`src/rtl/rxcs_pkg.sv`:
```
package rxcs_pkg;

  typedef enum logic {
    SRC_IDLE      = 1'b0,
    SRC_RECOVERED = 1'b1
  } rxc_src_e;

  // master cycles needed to cover a span in ns, rounded up
  function automatic int unsigned span_cycles(input int unsigned span_ns,
                                              input int unsigned clk_mhz);
    return (span_ns * clk_mhz + 999) / 1000;
  endfunction

  // counter width able to hold values 0..limit
  function automatic int unsigned count_bits(input int unsigned limit);
    return (limit < 2) ? 1 : $clog2(limit + 1);
  endfunction

endpackage

```
`src/rtl/rxcs_lock_timer.sv`:
```
module rxcs_lock_timer #(
  parameter int unsigned LOCK_CYC = 30
) (
  input  logic clk,
  input  logic rst_n,
  input  logic rx_act,
  output logic locked
);
  import rxcs_pkg::*;
  localparam int unsigned W = count_bits(LOCK_CYC);

  logic [W-1:0] cnt_q;

  always_ff @(posedge clk or negedge rst_n) begin
    if (!rst_n) begin
      cnt_q <= '0;
    end else if (!rx_act) begin
      cnt_q <= '0;
    end else if (cnt_q != W'(LOCK_CYC)) begin
      cnt_q <= cnt_q + 1'b1;
    end
  end

  assign locked = (cnt_q == W'(LOCK_CYC));
endmodule

```
`src/rtl/rxcs_blank_timer.sv`:
```
module rxcs_blank_timer #(
  parameter int unsigned BLANK_CYC = 88
) (
  input  logic clk,
  input  logic rst_n,
  input  logic tx_act,
  output logic blanking,
  output logic quiet_next
);
  import rxcs_pkg::*;
  localparam int unsigned W = count_bits(BLANK_CYC);

  logic         tx_q;
  logic [W-1:0] cnt_q;
  logic [W-1:0] cnt_d;
  logic         tx_end;

  assign tx_end = tx_q & ~tx_act;

  always_comb begin
    if (tx_end)            cnt_d = W'(BLANK_CYC);
    else if (cnt_q != '0)  cnt_d = cnt_q - 1'b1;
    else                   cnt_d = '0;
  end

  always_ff @(posedge clk or negedge rst_n) begin
    if (!rst_n) begin
      tx_q  <= 1'b0;
      cnt_q <= '0;
    end else begin
      tx_q  <= tx_act;
      cnt_q <= cnt_d;
    end
  end

  assign blanking   = (cnt_q != '0);
  assign quiet_next = (cnt_d == '0);
endmodule

```
`src/rtl/rxcs_clk_steer.sv`:
```
module rxcs_clk_steer (
  input  logic clk,
  input  logic rst_n,
  input  logic mode_b,
  input  logic tx_phase,
  input  logic rec_phase,
  input  logic rec_bit,
  input  logic want_rec,
  output logic idle_src,
  output logic sel_rec,
  output logic rxc_o,
  output logic rxd_o
);
  import rxcs_pkg::*;

  rxc_src_e src_q, src_d;
  logic     both_low;
  logic     rxc_d;
  logic     rise_d;

  assign idle_src = mode_b ? 1'b0 : tx_phase;
  assign both_low = ~idle_src & ~rec_phase;

  always_comb begin
    src_d = src_q;
    if (both_low) src_d = want_rec ? SRC_RECOVERED : SRC_IDLE;
  end

  assign rxc_d  = (src_d == SRC_RECOVERED) ? rec_phase : idle_src;
  assign rise_d = rxc_d & ~rxc_o;

  always_ff @(posedge clk or negedge rst_n) begin
    if (!rst_n) begin
      src_q <= SRC_IDLE;
      rxc_o <= 1'b0;
      rxd_o <= 1'b0;
    end else begin
      src_q <= src_d;
      rxc_o <= rxc_d;
      if (src_d != SRC_RECOVERED) rxd_o <= 1'b0;
      else if (rise_d)            rxd_o <= rec_bit;
    end
  end

  assign sel_rec = (src_q == SRC_RECOVERED);
endmodule

```
`src/rtl/rxcs_seq.sv`:
```
module rxcs_seq #(
  parameter int unsigned CLK_MHZ  = 20,
  parameter int unsigned LOCK_NS  = 1500,
  parameter int unsigned BLANK_NS = 4400
) (
  input  logic clk,
  input  logic rst_n,
  input  logic mode_b,
  input  logic rx_act,
  input  logic col_act,
  input  logic rec_phase,
  input  logic rec_bit,
  input  logic tx_phase,
  input  logic tx_act,
  output logic rxc_o,
  output logic rxd_o,
  output logic crs_o
);
  import rxcs_pkg::*;
  localparam int unsigned LOCK_CYC  = span_cycles(LOCK_NS, CLK_MHZ);
  localparam int unsigned BLANK_CYC = span_cycles(BLANK_NS, CLK_MHZ);

  logic locked;
  logic blanking;
  logic quiet_next;
  logic idle_src;
  logic sel_rec;
  logic want_rec;

  rxcs_lock_timer #(.LOCK_CYC(LOCK_CYC)) u_lock (
    .clk(clk), .rst_n(rst_n), .rx_act(rx_act), .locked(locked)
  );

  rxcs_blank_timer #(.BLANK_CYC(BLANK_CYC)) u_blank (
    .clk(clk), .rst_n(rst_n), .tx_act(tx_act),
    .blanking(blanking), .quiet_next(quiet_next)
  );

  assign want_rec = rx_act & locked;

  rxcs_clk_steer u_steer (
    .clk(clk), .rst_n(rst_n), .mode_b(mode_b), .tx_phase(tx_phase),
    .rec_phase(rec_phase), .rec_bit(rec_bit), .want_rec(want_rec),
    .idle_src(idle_src), .sel_rec(sel_rec), .rxc_o(rxc_o), .rxd_o(rxd_o)
  );

  always_ff @(posedge clk or negedge rst_n) begin
    if (!rst_n) crs_o <= 1'b0;
    else        crs_o <= (rx_act | col_act) & quiet_next;
  end
endmodule

```
`config.mk`:
```
export PLATFORM = sky130hd
export DESIGN_NAME = rxcs_seq
export DESIGN_NICKNAME = d
export VERILOG_FILES = /design/src/rtl/rxcs_pkg.sv /design/src/rtl/rxcs_lock_timer.sv /design/src/rtl/rxcs_blank_timer.sv /design/src/rtl/rxcs_clk_steer.sv /design/src/rtl/rxcs_seq.sv
export SDC_FILE = /design/constraint.sdc
export NUM_CORES = 1
export LEC_CHECK = 0
export ABC_AREA = 1
export CAP_MARGIN = 0
export CELL_PAD_IN_SITES_DETAIL_PLACEMENT = 1
export CELL_PAD_IN_SITES_GLOBAL_PLACEMENT = 2
export CORE_AREA = 4 4 54 56
export CTS_CLUSTER_DIAMETER = 60
export DETAILED_ROUTE_END_ITERATION = 10
export DIE_AREA = 0 0 58 60
export DONT_BUFFER_PORTS = 1
export GPL_ROUTABILITY_DRIVEN = 0
export GPL_TIMING_DRIVEN = 0
export HOLD_SLACK_MARGIN = 0.12
export PLACE_DENSITY_LB_ADDON = 0.15
export SYNTH_ARGS = -nofsm -noshare
export SYNTH_HDL_FRONTEND = slang
export SYNTH_SLANG_ARGS = --single-unit
```
`constraint.sdc`:
```
create_clock -name clk -period 3.6 [get_ports clk]
set_clock_uncertainty 0.15 [all_clocks]
set_input_delay 0.72 -clock clk [delete_from_list [all_inputs] [get_ports clk]]
set_output_delay 0.72 -clock clk [all_outputs]
set_load 0.02 [all_outputs]
```
Word-level counts from Yosys, hierarchy flattened:

Index checks and enable logic that the tools add are counted.

* bitwise gates (word level): 10
* $add $sub $neg: 2
* eq/ne operators: 4
* reduce and logical (&&, ||, !) cells: 2
* mux-type cells: 10

Operator list (number)
* 2-to-1 mux 7 bit: 2
* 2-to-1 mux 5 bit: 2
* zero test 7 bit: 1
* nonzero test 7 bit: 1
* subtractor 7 x 1 -> 7 bit (second input constant): 1
* 2-to-1 mux 1 bit: 6
* adder 5 x 1 -> 5 bit (second input constant): 1
* AND 1 bit: 5
* equality test 5 bit (second input constant): 1
* != test 5 bit (second input constant): 1
* NOT 1 bit: 4
* != test 2 x 1 -> 1 bit (second input constant): 1
* != test 2 bit (second input constant): 1
* bitwise OR 1 bit: 1

* bits of input ports: 9
* word-level logic and storage cells: 35
* register bits after elaboration: 17

Logic depth before layout (Yosys ltp):

Gate-level depths: netlist (run 1).

* depth in word-level cells: 8
* depth in mapped cells: 10
* mapped depth without buffers: 10

Modules after synthesis:

Synthesis (run 1) repeated with hierarchy kept, for this count alone.

* cell total of the unflattened synthesis: 125
* area total of the unflattened synthesis: 940.9 µm²

By module, submodules not included
* rxcs_blank_timer: sequential area each 200.2 µm², instances 1, cells an instance 63, area an instance 465.4 µm²
* rxcs_lock_timer: sequential area each 125.1 µm², instances 1, cells an instance 35, area an instance 279.0 µm²
* rxcs_clk_steer: sequential area each 75.1 µm², instances 1, cells an instance 21, area an instance 152.6 µm²
* rxcs_seq: sequential area each 25.0 µm², instances 1, cells an instance 6, area an instance 43.8 µm²

Worst setup path before layout (run 1):

OpenSTA, ideal clock, no wires.

* path kind: in2reg
* start: input tx_act
* end: register crs_o
* data arrival time: 1.304 ns
* cell stages on the path: 9
* setup slack: 2.075 ns
* required time: 3.379 ns
* cell sequence: inv_2 > nand2_1 > inv_1 > nor2_1 > nand2_1 > nand2_1 > nor2_1 > nand3_1 > nor2_1

* longest elaborated chain between the ends: 5

RTL lines
* from (decl): RTL line rxcs_seq.sv:14 `input logic tx_act,`
* NOT 1 bit: RTL line rxcs_blank_timer.sv:18 `assign tx_end = tx_q & ~tx_act;`
* AND 1 bit: RTL line rxcs_blank_timer.sv:18
* 2-to-1 mux 7 bit: RTL line rxcs_blank_timer.sv:21 `if (tx_end) cnt_d = W'(BLANK_CYC);`
* zero test 7 bit: RTL line rxcs_blank_timer.sv:37 `assign quiet_next = (cnt_d == '0);`
* AND 1 bit: RTL line rxcs_seq.sv:49 `else crs_o <= (rx_act | col_act) & quiet_next;`
* to (signal assigned): RTL line rxcs_seq.sv:49
* to (decl): RTL line rxcs_seq.sv:17 `output logic crs_o`

Every way passes these cells.
A chain may end at the register's enable or synchronous reset.

Final worst setup path (run 1):

* start: register u_blank.cnt_q[0]
* end: register crs_o

* longest elaborated chain between the ends: 5
* elaborated cells between the ends (all ways): 6
* those cells by class: 1 x add/sub; 2 x mux; 1 x bitwise; 2 x reduce/logical

RTL lines
* from (decl): RTL line rxcs_blank_timer.sv:14 `logic [W-1:0] cnt_q;`
* from (signal assigned): RTL line rxcs_blank_timer.sv:32 `cnt_q <= cnt_d;`
* subtractor 7 x 1 -> 7 bit or nonzero test 7 bit (tied branches): RTL line rxcs_blank_timer.sv:22 `else if (cnt_q != '0) cnt_d = cnt_q - 1'b1;`
* 2-to-1 mux 7 bit (*): RTL line rxcs_blank_timer.sv:22
* 2-to-1 mux 7 bit (*): RTL line rxcs_blank_timer.sv:21
* zero test 7 bit (*): RTL line rxcs_blank_timer.sv:37
* AND 1 bit (*): RTL line rxcs_seq.sv:49

Every way passes the cells marked *; elsewhere a longest branch is shown, timed or not.

==> results of run 1 <==
cell families after synthesis:
family,share of synthesized area
flops,0.468
fa+ha+maj,0.0550
buf+inv,0.0908
compound gates,0.0812
simple gates,0.305
path summary, 6_finish.rpt:
path / start / to / slack, ns / cells after the start
worst max-delay path: u_blank.cnt_q[0] / crs_o / 1.97 / 10
worst min-delay path: tx_act / u_blank.tx_q / 0.32 / 0
worst max register to register: u_blank.cnt_q[0] / crs_o / 1.97 / 10
worst min register to register: u_steer.sel_rec / u_steer.rxc_o / 0.38 / 1
max in group asynchronous: rst_n / u_steer.rxd_o / 2.01 / 1
min in group asynchronous: rst_n / crs_o / 0.80 / 1
where the power goes:
part	total (µW)	switching (µW)	internal (µW)	leakage (µW)
logic	144	93.2	50.8	0.000254
registers	252	32.3	220	0.000213
clock network	97.4	54.4	42.9	0.0000150
cells in the mapped netlist:
cell type	number	share of area
sky130_fd_sc_hd__a31oi_1	1	0.0069
sky130_fd_sc_hd__o21ai_0	1	0.0055
sky130_fd_sc_hd__nand2_1	22	0.091
sky130_fd_sc_hd__nor3_1	1	0.0055
sky130_fd_sc_hd__o21ai_1	4	0.022
sky130_fd_sc_hd__clkinv_1	1	0.0041
sky130_fd_sc_hd__nor2_2	1	0.0069
sky130_fd_sc_hd__nand3b_1	1	0.0083
sky130_fd_sc_hd__nand4_1	3	0.021
sky130_fd_sc_hd__a211oi_1	2	0.017
sky130_fd_sc_hd__nor2_4	3	0.037
sky130_fd_sc_hd__or2_2	1	0.0069
sky130_fd_sc_hd__dfrtp_1	17	0.47
sky130_fd_sc_hd__nor2_1	11	0.045
sky130_fd_sc_hd__inv_2	3	0.012
sky130_fd_sc_hd__a21oi_1	4	0.022
sky130_fd_sc_hd__nand3_1	10	0.055
sky130_fd_sc_hd__nand3_2	2	0.022
sky130_fd_sc_hd__nand2_2	1	0.0069
sky130_fd_sc_hd__o21a_1	1	0.0083
sky130_fd_sc_hd__ha_1	4	0.055
sky130_fd_sc_hd__inv_1	18	0.074
registers in the layout (all words and copies together) (netlist names):
| signal | cells |
|---|---|
| u_lock.cnt_q | 5 |
| crs_o | 1 |
| u_steer.sel_rec | 1 |
| u_steer.rxd_o | 1 |
| u_blank.cnt_q | 7 |
| u_steer.rxc_o | 1 |
| u_blank.tx_q | 1 |
metal layers:
metal | global-route usage | routed length (µm) | up-vias | part of all wire
met3 | 0.0238 | 49 | 2 | 0.027
met5 | 0 | 0 | - | 0
met2 | 0.227 | 947 | 6 | 0.52
met4 | 0.0596 | 15 | 0 | 0.0082
met1 | 0.153 | 811 | 347 | 0.44
li1 | - | - | 370 | -
layout by cell type (no fill, tap or decap):
cell                            count
sky130_fd_sc_hd__o21ai_0            1
sky130_fd_sc_hd__dlygate4sd3_1      1
sky130_fd_sc_hd__nand3_1           10
sky130_fd_sc_hd__nor2_2             1
sky130_fd_sc_hd__clkbuf_4           3
sky130_fd_sc_hd__o21a_1             1
sky130_fd_sc_hd__ha_1               4
sky130_fd_sc_hd__nand2_1           22
sky130_fd_sc_hd__nand3b_1           1
sky130_fd_sc_hd__a211oi_1           2
sky130_fd_sc_hd__a31oi_1            1
sky130_fd_sc_hd__or2_2              1
sky130_fd_sc_hd__nand3_2            2
sky130_fd_sc_hd__nand4_1            3
sky130_fd_sc_hd__nor3_1             1
sky130_fd_sc_hd__o21ai_1            4
sky130_fd_sc_hd__nor2_1            11
sky130_fd_sc_hd__nor2_4             3
sky130_fd_sc_hd__inv_2              3
sky130_fd_sc_hd__dfrtp_1           17
sky130_fd_sc_hd__clkbuf_1           1
sky130_fd_sc_hd__clkinv_1           1
sky130_fd_sc_hd__nand2_2            1
sky130_fd_sc_hd__a21oi_1            4
sky130_fd_sc_hd__inv_1             18
per-stage QoR:
stage	area [µm²]	util
2_1_floorplan	910	-
3_3_place_gp	947	0.389
3_5_place_dp	947	0.389
4_1_cts	983	0.404
5_1_grt	983	0.404
6_report	983	0.404
area by class of cell:
cell class,instances,area share
multi-input cells,73,0.408
clock buffers,4,0.0267
inverters,22,0.0840
repair buffers,1,0.0102
well taps,30,0.0382
flip-flops and latches,17,0.433
==> flow_summary.rst, run 1 <==
.. list-table::
   :header-rows: 1

   * - Metric
     - Value
   * - Synth Cell Area
     - 910 µm²
   * - Final max-slew violation count
     - 0
   * - Worst Slack Setup Final
     - 1.97 ns
   * - Mapped Nets
     - 125
   * - Die X
     - 58 µm
   * - Num CTS Buffers
     - 3
   * - Synthesis-to-finish area growth
     - 8.12%
   * - CORE AREA
     - 2430 µm²
   * - Length of the first detailed-routing pass in iterations
     - 4
   * - Clock slew at reported path FFs
     - 0.10 ns
   * - Storage element area
     - 425 µm²
   * - Time the final worst path needs with I/O delays and setup
     - 1.63 ns
   * - IO Port Bufs
     - 0
   * - Number of clock sinks
     - 17
   * - Sequential-to-total area share from yosys stat
     - 0.468
   * - Maximum number of pins on one net before global-route repair
     - 18
   * - Unique masters post-synth
     - 22
   * - Static leakage
     - 0.000482 µW
   * - Unrepaired setup endpoints after global routing
     - no
   * - Result of the run
     - finished clean
   * - Critical path class
     - reg -> reg
   * - Total power density per cell area
     - 502 nW/µm²
   * - GRT Util Overall
     - 0.130
   * - Count of instances resized after the clock tree is built
     - 0
   * - Worst VDD drop
     - 233 µV
   * - Req. time, crit path
     - 3.66 ns
   * - Pin slew with the least headroom to its limit
     - 0.773 ns
   * - Crit path DAT
     - 1.70 ns
   * - Crit path max-delay family
     - simple AND/OR/NAND/NOR gates
   * - TritonCTS clock tree
     - done
   * - Worst stage delay on the critical path
     - 0.41 ns
   * - Post-route antenna net violation count
     - 0
   * - Vertical extent of the die
     - 60 µm
   * - Total overflow reported by the global router
     - 0
   * - Number of global-route vias before repair
     - 792
   * - CTS HTree Levels
     - 1
   * - Starting DRT DRC Count
     - 15
   * - Chain of cells forming the critical path
     - inv_1 > ha_1 > inv_1 > nor2_1 > nand3_2 > nand2_1 > nand2_1 > nor2_1 > nand3_1 > nor2_1
   * - Via density per instance
     - 4.93
   * - Die outline area
     - 3480 µm²
   * - Effective utilization at floorplan
     - 0.374
   * - Type of element capturing the critical path
     - flip-flop
   * - Number of filler cells placed in the layout
     - 313
   * - Maxcap violations
     - 0
   * - Row cnt
     - 18
   * - Via count
     - 725
   * - Hold buffer count at cts
     - 1
   * - Final Routed Wirelength
     - 1.82 mm
   * - Count of mapped cells out of synthesis
     - 112
   * - Antenna violations before repair
     - 0
   * - Clock root buffer master
     - sky130_fd_sc_hd__clkbuf_4
   * - Clock Latency Late Sink
     - 0.28 ns
   * - Yosys warning count
     - 0
   * - Diode insertion count for antenna repair
     - 0
   * - # setup viols final
     - 0
   * - Worst hold slack after final layout
     - 0.317 ns
   * - Peak fanout along the critical path
     - 4
   * - Post-CTS setup buffer count
     - 0
   * - Synthesized area per cell
     - 8.12 µm²
   * - Count of pins on the block boundary
     - 12
   * - Post-layout power
     - 493 µW
   * - # nets final
     - 131
   * - Count of final hold-check violations
     - 0
   * - Maximum clock insertion buffer count
     - 2
   * - Footprint of the multi-input gates
     - 402 µm²
   * - Class of the worst hold path
     - in -> reg
   * - Slew headroom
     - 0.483
   * - Synthesis-stage register bit count
     - 17
   * - HPWL after DPL
     - 1.52 mm
   * - Routed length per placed instance
     - 12.4 µm
   * - Share of the clock period used by the worst path after layout
     - 0.453
   * - Number of buffer and inverter stages on the critical path
     - 2
   * - FMAX
     - 0.613 GHz
   * - First-pass GRT wire length
     - 3.39 mm
   * - Slowest library cell on the worst path
     - sky130_fd_sc_hd__dfrtp_1
   * - Layout cells sized above 1
     - 0.120
   * - Most prevalent standard cell on the critical path
     - sky130_fd_sc_hd__nor2_1
   * - Post-route DRC
     - 0
   * - Placed Instances
     - 142
   * - Post-place setup slack
     - 1.89 ns
   * - Final sum of negative setup slack
     - 0 ns
   * - Filler-free cell count of the finished design
     - 147
   * - Critical Path Start Type
     - flip-flop
No activity file was read; power rests on OpenSTA's default activity.
==> inputs of run 2 (changes only) <==
Settings changed: ABC_AREA 1 to 0, CORE_AREA 4 4 54 56 to 4 4 52 54, DIE_AREA 0 0 58 60 to 0 0 56 58.
Clock period 3.6 ns to 1.7 ns, I/O delays scaled along.
==> flow_summary.rst, run 2 <==
.. list-table::
   :header-rows: 1

   * - Metric
     - Value
   * - Sequential-to-total area share from yosys stat
     - 0.518
   * - Static leakage
     - 0.000431 µW
   * - Post-route DRC
     - 0
   * - Total power density per cell area
     - 1070 nW/µm²
   * - Count of pins on the block boundary
     - 12
   * - TritonCTS clock tree
     - done
   * - Unique masters post-synth
     - 31
   * - Most common cell after layout, fill and taps aside
     - sky130_fd_sc_hd__dfrtp_1
   * - Largest registers ranked by flip-flop count
     - u_blank.cnt_q x7, u_lock.cnt_q x5
   * - Maxcap violations
     - 0
   * - Slowest library cell on the worst path
     - sky130_fd_sc_hd__dfrtp_1
   * - Launch instance of the worst min-delay path
     - rec_bit
   * - M1 WL
     - 744 µm
   * - Highest Signal Layer
     - met4
   * - Unrepaired setup endpoints after global routing
     - yes
   * - Worst stage delay on the critical path
     - 0.45 ns
   * - Yosys warning count
     - 0
   * - Synth Flop Type
     - sky130_fd_sc_hd__dfrtp_1
   * - Number of buffer and inverter stages on the critical path
     - 0
   * - Slew headroom
     - 0.481
   * - Crit path max-delay family
     - simple AND/OR/NAND/NOR gates
   * - Time the final worst path needs with I/O delays and setup
     - 1.68 ns
   * - Final Routed Wirelength
     - 1.75 mm
   * - Post-route antenna net violation count
     - 0
   * - Share of the clock period used by the worst path after layout
     - 0.986
   * - Final max-slew violation count
     - 0
   * - Critical path class
     - reg -> reg
   * - Total overflow reported by the global router
     - 0
   * - Req. time, crit path
     - 1.75 ns
   * - Cells taking the most area after synthesis
     - sky130_fd_sc_hd__dfrtp_1 (52%), sky130_fd_sc_hd__ha_1 (6.1%), sky130_fd_sc_hd__xnor2_1 (4.3%)
   * - Clock Latency Late Sink
     - 0.28 ns
   * - Async set-reset flop share out of synthesis
     - 1.00
   * - Depth of the worst register-to-register path
     - 4
   * - Cell count of the worst hold path
     - 2
   * - # nets final
     - 100
   * - HPWL after DPL
     - 1.24 mm
   * - Synthesis-stage register bit count
     - 17
   * - Share of the synthesized area in the top cell type
     - 0.518
   * - GRT Util Overall
     - 0.119
   * - Post-synthesis cell type with the largest combined area
     - sky130_fd_sc_hd__dfrtp_1
   * - Routed met3 length
     - 21 µm
   * - CORE AREA
     - 2210 µm²
   * - Effective utilization at floorplan
     - 0.371
   * - Diode insertion count for antenna repair
     - 0
   * - Num CTS Buffers
     - 3
   * - Count of final hold-check violations
     - 0
   * - Row cnt
     - 17
   * - Mapped Nets
     - 87
   * - Met2 wirelength from detailed routing
     - 966 µm
   * - Top register by number of flip-flops
     - u_blank.cnt_q
   * - Post-layout power
     - 1070 µW
   * - Number of filler cells placed in the layout
     - 257
   * - Die X
     - 56 µm
   * - Hold path endpoint
     - u_steer.rxd_o
   * - Layout cells sized above 1
     - 0.221
   * - # setup viols final
     - 0
   * - First-pass GRT wire length
     - 3.04 mm
   * - Via count
     - 574
   * - Crit path DAT
     - 1.73 ns
   * - FF-to-FF Start
     - u_blank.cnt_q[4]
   * - Via density per instance
     - 5.04
   * - Maximum clock insertion buffer count
     - 2
   * - Number of enable-type register cells in the synthesized netlist
     - 0
   * - Routed length per placed instance
     - 15.3 µm
   * - Clock slew at reported path FFs
     - 0.10 ns
   * - Most common cell in the netlist
     - sky130_fd_sc_hd__dfrtp_1
   * - IO Port Bufs
     - 0
   * - Synthesis-to-finish area growth
     - 21.8%
   * - Antenna violations before repair
     - 0
   * - Clock root buffer master
     - sky130_fd_sc_hd__clkbuf_4
   * - Worst VDD drop
     - 491 µV
   * - Synth Cell Area
     - 821 µm²
   * - Type of element capturing the critical path
     - flip-flop
   * - Critical Path Start Type
     - flip-flop
   * - Starting DRT DRC Count
     - 5
   * - Capturing point of the worst reg2reg path
     - crs_o
   * - Chain of cells forming the critical path
     - nor4_4 > a21boi_1 > a311o_1 > nor3_2
   * - Count of mapped cells out of synthesis
     - 74
   * - Flip-flop count of the largest register, all copies and words added
     - 7
   * - CTS HTree Levels
     - 1
   * - Final sum of negative setup slack
     - 0 ns
   * - Result of the run
     - finished clean
   * - Vertical extent of the die
     - 58 µm
   * - Ranking of synthesized cells by instance count
     - sky130_fd_sc_hd__dfrtp_1 (17), sky130_fd_sc_hd__nor2_1 (7), sky130_fd_sc_hd__inv_1 (5), sky130_fd_sc_hd__o21ai_0 (5)
   * - Maximum number of pins on one net before global-route repair
     - 18
   * - Die outline area
     - 3250 µm²
   * - Class of the worst hold path
     - in -> reg
   * - Number of clock sinks
     - 17
   * - FMAX
     - 0.596 GHz
   * - Pin slew with the least headroom to its limit
     - 0.776 ns
   * - Number of global-route vias before repair
     - 619
   * - Length of the first detailed-routing pass in iterations
     - 2
   * - Reg-to-reg slack, setup
     - 0.02 ns
   * - Peak fanout along the critical path
     - 4
   * - Commonest cells after routing, fill and taps aside
     - sky130_fd_sc_hd__dfrtp_1 (16), sky130_fd_sc_hd__nor2_1 (7), sky130_fd_sc_hd__inv_1 (5), sky130_fd_sc_hd__dlygate4sd3_1 (5), sky130_fd_sc_hd__o21ai_0 (4)
   * - Synthesized area per cell
     - 11.1 µm²
## run 2: final cells by class
| class | count | area, µm² | share of cell area |
|---|---|---|---|
| Clock buffer | 4 | 26.3 | 0.0263 |
| Inverter | 5 | 18.8 | 0.0188 |
| Tap cell | 28 | 35.0 | 0.0350 |
| Multi-Input combinational cell | 52 | 420 | 0.421 |
| Timing Repair Buffer | 8 | 72.6 | 0.0726 |
| Sequential cell | 17 | 427 | 0.427 |
## run 2: cell families after synthesis
logic type / count (synthesis) / share of synthesized area
DFF: 17 / 0.518
buffers and inverters: 5 / 0.0229
xor gates and xnor gates: 5 / 0.0534
adders and majority gates: 4 / 0.0610
AOI/OAI and AO/OA: 14 / 0.113
and+or+nand+nor: 28 / 0.218
muxes: 1 / 0.0137
## run 2: stage by stage
| stage | hold slack, ns | area, µm² | instances | util | setup slack (ns) |
|---|---|---|---|---|---|
| after floorplan | -0.106 | 825 | 74 | - | 0.00650 |
| after global placement | -0.105 | 860 | 102 | 0.389 | -0.0369 |
| after detailed placement | -0.105 | 860 | 102 | 0.389 | -0.0749 |
| after CTS | 0.160 | 985 | 114 | 0.445 | 0.0285 |
| after global routing | 0.145 | 1000 | 114 | 0.452 | -0.0455 |
| final | 0.167 | 1000 | 114 | 0.452 | 0.0232 |
## run 2: worst max-delay path by stage
| stage | startpoint | end | slack (ns) | depth (start not counted) |
|---|---|---|---|---|
| 4_1_cts | u_blank.cnt_q[4] | crs_o | 0.03 | 4 |
| 2_1_floorplan | u_steer.sel_rec | u_steer.rxd_o | 0.007 | 4 |
| 5_1_grt | u_blank.cnt_q[4] | crs_o | -0.05 | 4 |
| 6_report | u_blank.cnt_q[4] | crs_o | 0.02 | 4 |
| 3_5_place_dp | u_lock.cnt_q[0] | u_steer.rxd_o | -0.07 | 5 |
| 3_3_place_gp | u_lock.cnt_q[0] | u_steer.rxd_o | -0.04 | 5 |
## run 2: per-layer routing
layer	global-route usage	vias to the layer above
met5	0	-
met4	0.0407	0
met3	0.0200	2
met2	0.209	1
met1	0.150	283
li1	-	288
## run 2: timing repair
item	4_1_cts	5_1_grt
resized for setup	7	2
pin swaps	2	0
endpoints found under the setup margin	2	2
buffers inserted	3	0
hold endpoints to repair	23	0
hold buffers	5	0
gates cloned	0	0
## run 2: power by group
part	leakage, µW	total [µW]	switching (µW)	internal, µW
combinational	0.000204	294	142	152
sequential	0.000212	567	96.8	470
clock	0.0000150	211	120	90.9
==> inputs of run 3 (changes only) <==
Settings changed: CORE_AREA 4 4 52 54 to 4 4 54 56, DIE_AREA 0 0 56 58 to 0 0 58 60, SYNTH_HIERARCHICAL set to 1.
==> flow_summary.rst, run 3 <==
.. list-table::
   :header-rows: 1

   * - Metric
     - Value
   * - Mapped Nets
     - 96
   * - Clock Latency Late Sink
     - 0.29 ns
   * - Unique masters post-synth
     - 35
   * - CORE AREA
     - 2430 µm²
   * - Antenna violations before repair
     - 0
   * - Count of pins on the block boundary
     - 12
   * - Post-layout power
     - 1090 µW
   * - Post-route antenna net violation count
     - 0
   * - Critical Path Start Type
     - flip-flop
   * - Synthesis-to-finish area growth
     - 32.1%
   * - Final sum of negative setup slack
     - -0.914 ns
   * - Die outline area
     - 3480 µm²
   * - Critical path class
     - reg -> reg
   * - # setup viols final
     - 7
   * - Top register by number of flip-flops
     - u_blank/cnt_q
   * - Worst VDD drop
     - 528 µV
   * - Commonest cells after routing, fill and taps aside
     - sky130_fd_sc_hd__dfrtp_1 (16), sky130_fd_sc_hd__dlygate4sd3_1 (10), sky130_fd_sc_hd__buf_4 (9)
   * - Unrepaired setup endpoints after global routing
     - yes
   * - Pin slew with the least headroom to its limit
     - 0.807 ns
   * - CTS HTree Levels
     - 1
   * - Vertical extent of the die
     - 60 µm
   * - Starting DRT DRC Count
     - 17
   * - Maximum clock insertion buffer count
     - 2
   * - Die X
     - 58 µm
   * - Diode insertion count for antenna repair
     - 0
   * - Placed standard-cell area
     - 926 µm²
   * - Via count
     - 700
   * - Length of the first detailed-routing pass in iterations
     - 3
   * - Total overflow reported by the global router
     - 0
   * - Clock slew at reported path FFs
     - 0.10 ns
   * - Share of the synthesized area in the top cell type
     - 0.479
   * - Req. time, crit path
     - 1.79 ns
   * - Synth Cell Area
     - 888 µm²
   * - Peak fanout along the critical path
     - 4
   * - Number of filler cells placed in the layout
     - 269
   * - HPWL after DPL
     - 1.32 mm
   * - Time the final worst path needs with I/O delays and setup
     - 1.85 ns
   * - Clock root buffer master
     - sky130_fd_sc_hd__clkbuf_4
   * - Yosys warning count
     - 6
   * - Maximum number of pins on one net before global-route repair
     - 18
   * - Synthesized area per cell
     - 10.6 µm²
   * - Effective utilization at floorplan
     - 0.365
   * - Largest registers ranked by flip-flop count
     - u_blank/cnt_q x7, u_lock/cnt_q x5
   * - Layout cells sized above 1
     - 0.308
   * - Number of global-route vias before repair
     - 782
   * - Count of mapped cells out of synthesis
     - 84
   * - TritonCTS clock tree
     - done
   * - FMAX
     - 0.542 GHz
   * - Result of the run
     - finished with violations
   * - Via density per instance
     - 5.11
   * - Total power density per cell area
     - 929 nW/µm²
   * - IO Port Bufs
     - 0
   * - Async set-reset flop share out of synthesis
     - 1.00
   * - Slew headroom
     - 0.460
   * - Static leakage
     - 0.000506 µW
   * - # nets final
     - 120
   * - Routed length per placed instance
     - 14.9 µm
   * - Filler-free cell count of the finished design
     - 137
   * - Crit path DAT
     - 1.93 ns
   * - Synth Flop Type
     - sky130_fd_sc_hd__dfrtp_1
   * - GRT Util Overall
     - 0.135
   * - Post-synthesis cell type with the largest combined area
     - sky130_fd_sc_hd__dfrtp_1
   * - Final max-slew violation count
     - 0
   * - Post-route DRC
     - 0
   * - Share of the core filled with cells in the final layout
     - 0.483
   * - Final Routed Wirelength
     - 2.05 mm
   * - Num CTS Buffers
     - 3
   * - Synthesis-stage register bit count
     - 17
   * - Final standard cell area without fillers
     - 1170 µm²
   * - Share of the clock period used by the worst path after layout
     - 1.09
   * - Number of clock sinks
     - 17
   * - Ranking of synthesized cells by instance count
     - sky130_fd_sc_hd__dfrtp_1 (17), sky130_fd_sc_hd__inv_1 (8), sky130_fd_sc_hd__nand2_1 (5), sky130_fd_sc_hd__nor3_1 (5), sky130_fd_sc_hd__o21ai_0 (5)
   * - Most common cell in the netlist
     - sky130_fd_sc_hd__dfrtp_1
   * - Placed Instances
     - 114
   * - Flip-flop count of the largest register, all copies and words added
     - 7
   * - Count of final hold-check violations
     - 0
   * - First-pass GRT wire length
     - 3.53 mm
   * - Cells taking the most area after synthesis
     - sky130_fd_sc_hd__dfrtp_1 (48%), sky130_fd_sc_hd__ha_1 (4.2%), sky130_fd_sc_hd__inv_1 (3.4%)
   * - Sequential-to-total area share from yosys stat
     - 0.479
   * - Type of element capturing the critical path
     - flip-flop
   * - Most common cell after layout, fill and taps aside
     - sky130_fd_sc_hd__dfrtp_1
   * - Maxcap violations
     - 0
   * - Violations in the final reports
     - negative setup slack
   * - Number of enable-type register cells in the synthesized netlist
     - 0
   * - Worst Slack Setup Final
     - -0.146 ns
   * - Row cnt
     - 18
   * - Class of the worst hold path
     - in -> reg
==> run 3: cell type report <==
cell class | instances | area [µm²] | area share
flip-flops and latches | 17 | 427 | 0.364
clock buffers | 4 | 26.3 | 0.0224
repair buffers | 20 | 179 | 0.152
inverters | 9 | 33.8 | 0.0288
multi-input cells | 56 | 459 | 0.391
plain buffers | 1 | 11.3 | 0.00959
well taps | 30 | 37.5 | 0.0320
==> run 3: logic make-up (layout without fill, tap and decap cells) <==
family / count (synthesis) / in the layout / synth area share
muxes: 2 / 2 / 0.0225
AOI/OAI and AO/OA: 19 / 19 / 0.156
xor gates and xnor gates: 4 / 4 / 0.0394
adders and majority gates: 3 / 3 / 0.0423
and+or+nand+nor: 28 / 28 / 0.204
DFF: 17 / 17 / 0.479
buffers and inverters: 11 / 34 / 0.0563
==> run 3: path summary, 6_finish.rpt <==
| check | slack (ns) | start | to | depth (start not counted) |
|---|---|---|---|---|
| max in group asynchronous | 0.43 | rst_n | u_lock/cnt_q[0] | 1 |
| worst max-delay path | -0.15 | u_blank/cnt_q[0] | crs_o | 7 |
| worst min-delay path | 0.16 | tx_act | u_blank/cnt_q[1] | 2 |
| worst max register to register | -0.15 | u_blank/cnt_q[0] | crs_o | 7 |
| worst min register to register | 0.41 | u_blank/cnt_q[0] | u_blank/cnt_q[0] | 2 |
| min in group asynchronous | 0.42 | rst_n | u_lock/cnt_q[4] | 1 |
==> run 3: layer usage <==
layer	vias up	wire [µm]	global-route usage
li1	344	-	-
met4	0	18	0.0596
met2	8	1030	0.240
met1	346	933	0.158
met3	2	68	0.0216
met5	-	0	0
==> run 3: report_power, final <==
part	internal [µW]	switching, µW	total (µW)
logic	182	139	322
clock network	91.1	133	224
registers	464	79.8	544
total	738	352	1090
==> run 3: through the flow <==
| step | hold slack, ns | worst slack [ns] |
|---|---|---|
| 2_1_floorplan | -0.106 | -0.269 |
| 3_3_place_gp | -0.105 | -0.496 |
| 3_5_place_dp | -0.105 | -0.500 |
| 4_1_cts | 0.146 | -0.371 |
| 5_1_grt | 0.150 | -0.277 |
| 6_report | 0.161 | -0.146 |
==> run 3: repair_timing <==
| item | in CTS | in global routing |
|---|---|---|
| buffers inserted | 6 | 4 |
| hold buffers | 10 | 0 |
| pin swaps | 7 | 5 |
| endpoints found under the hold margin | 27 | 0 |
| resized for setup | 12 | 7 |
| endpoints found under the setup margin | 10 | 10 |
==> run 3: critical path, stage by stage, from the launching register on <==
cell	delay [ns]
sky130_fd_sc_hd__dfrtp_1	0.39
sky130_fd_sc_hd__inv_1	0.07
sky130_fd_sc_hd__ha_2	0.17
sky130_fd_sc_hd__or3b_4	0.41
sky130_fd_sc_hd__nor4_4	0.18
sky130_fd_sc_hd__inv_2	0.06
sky130_fd_sc_hd__a221oi_2	0.22
sky130_fd_sc_hd__o21a_1	0.15
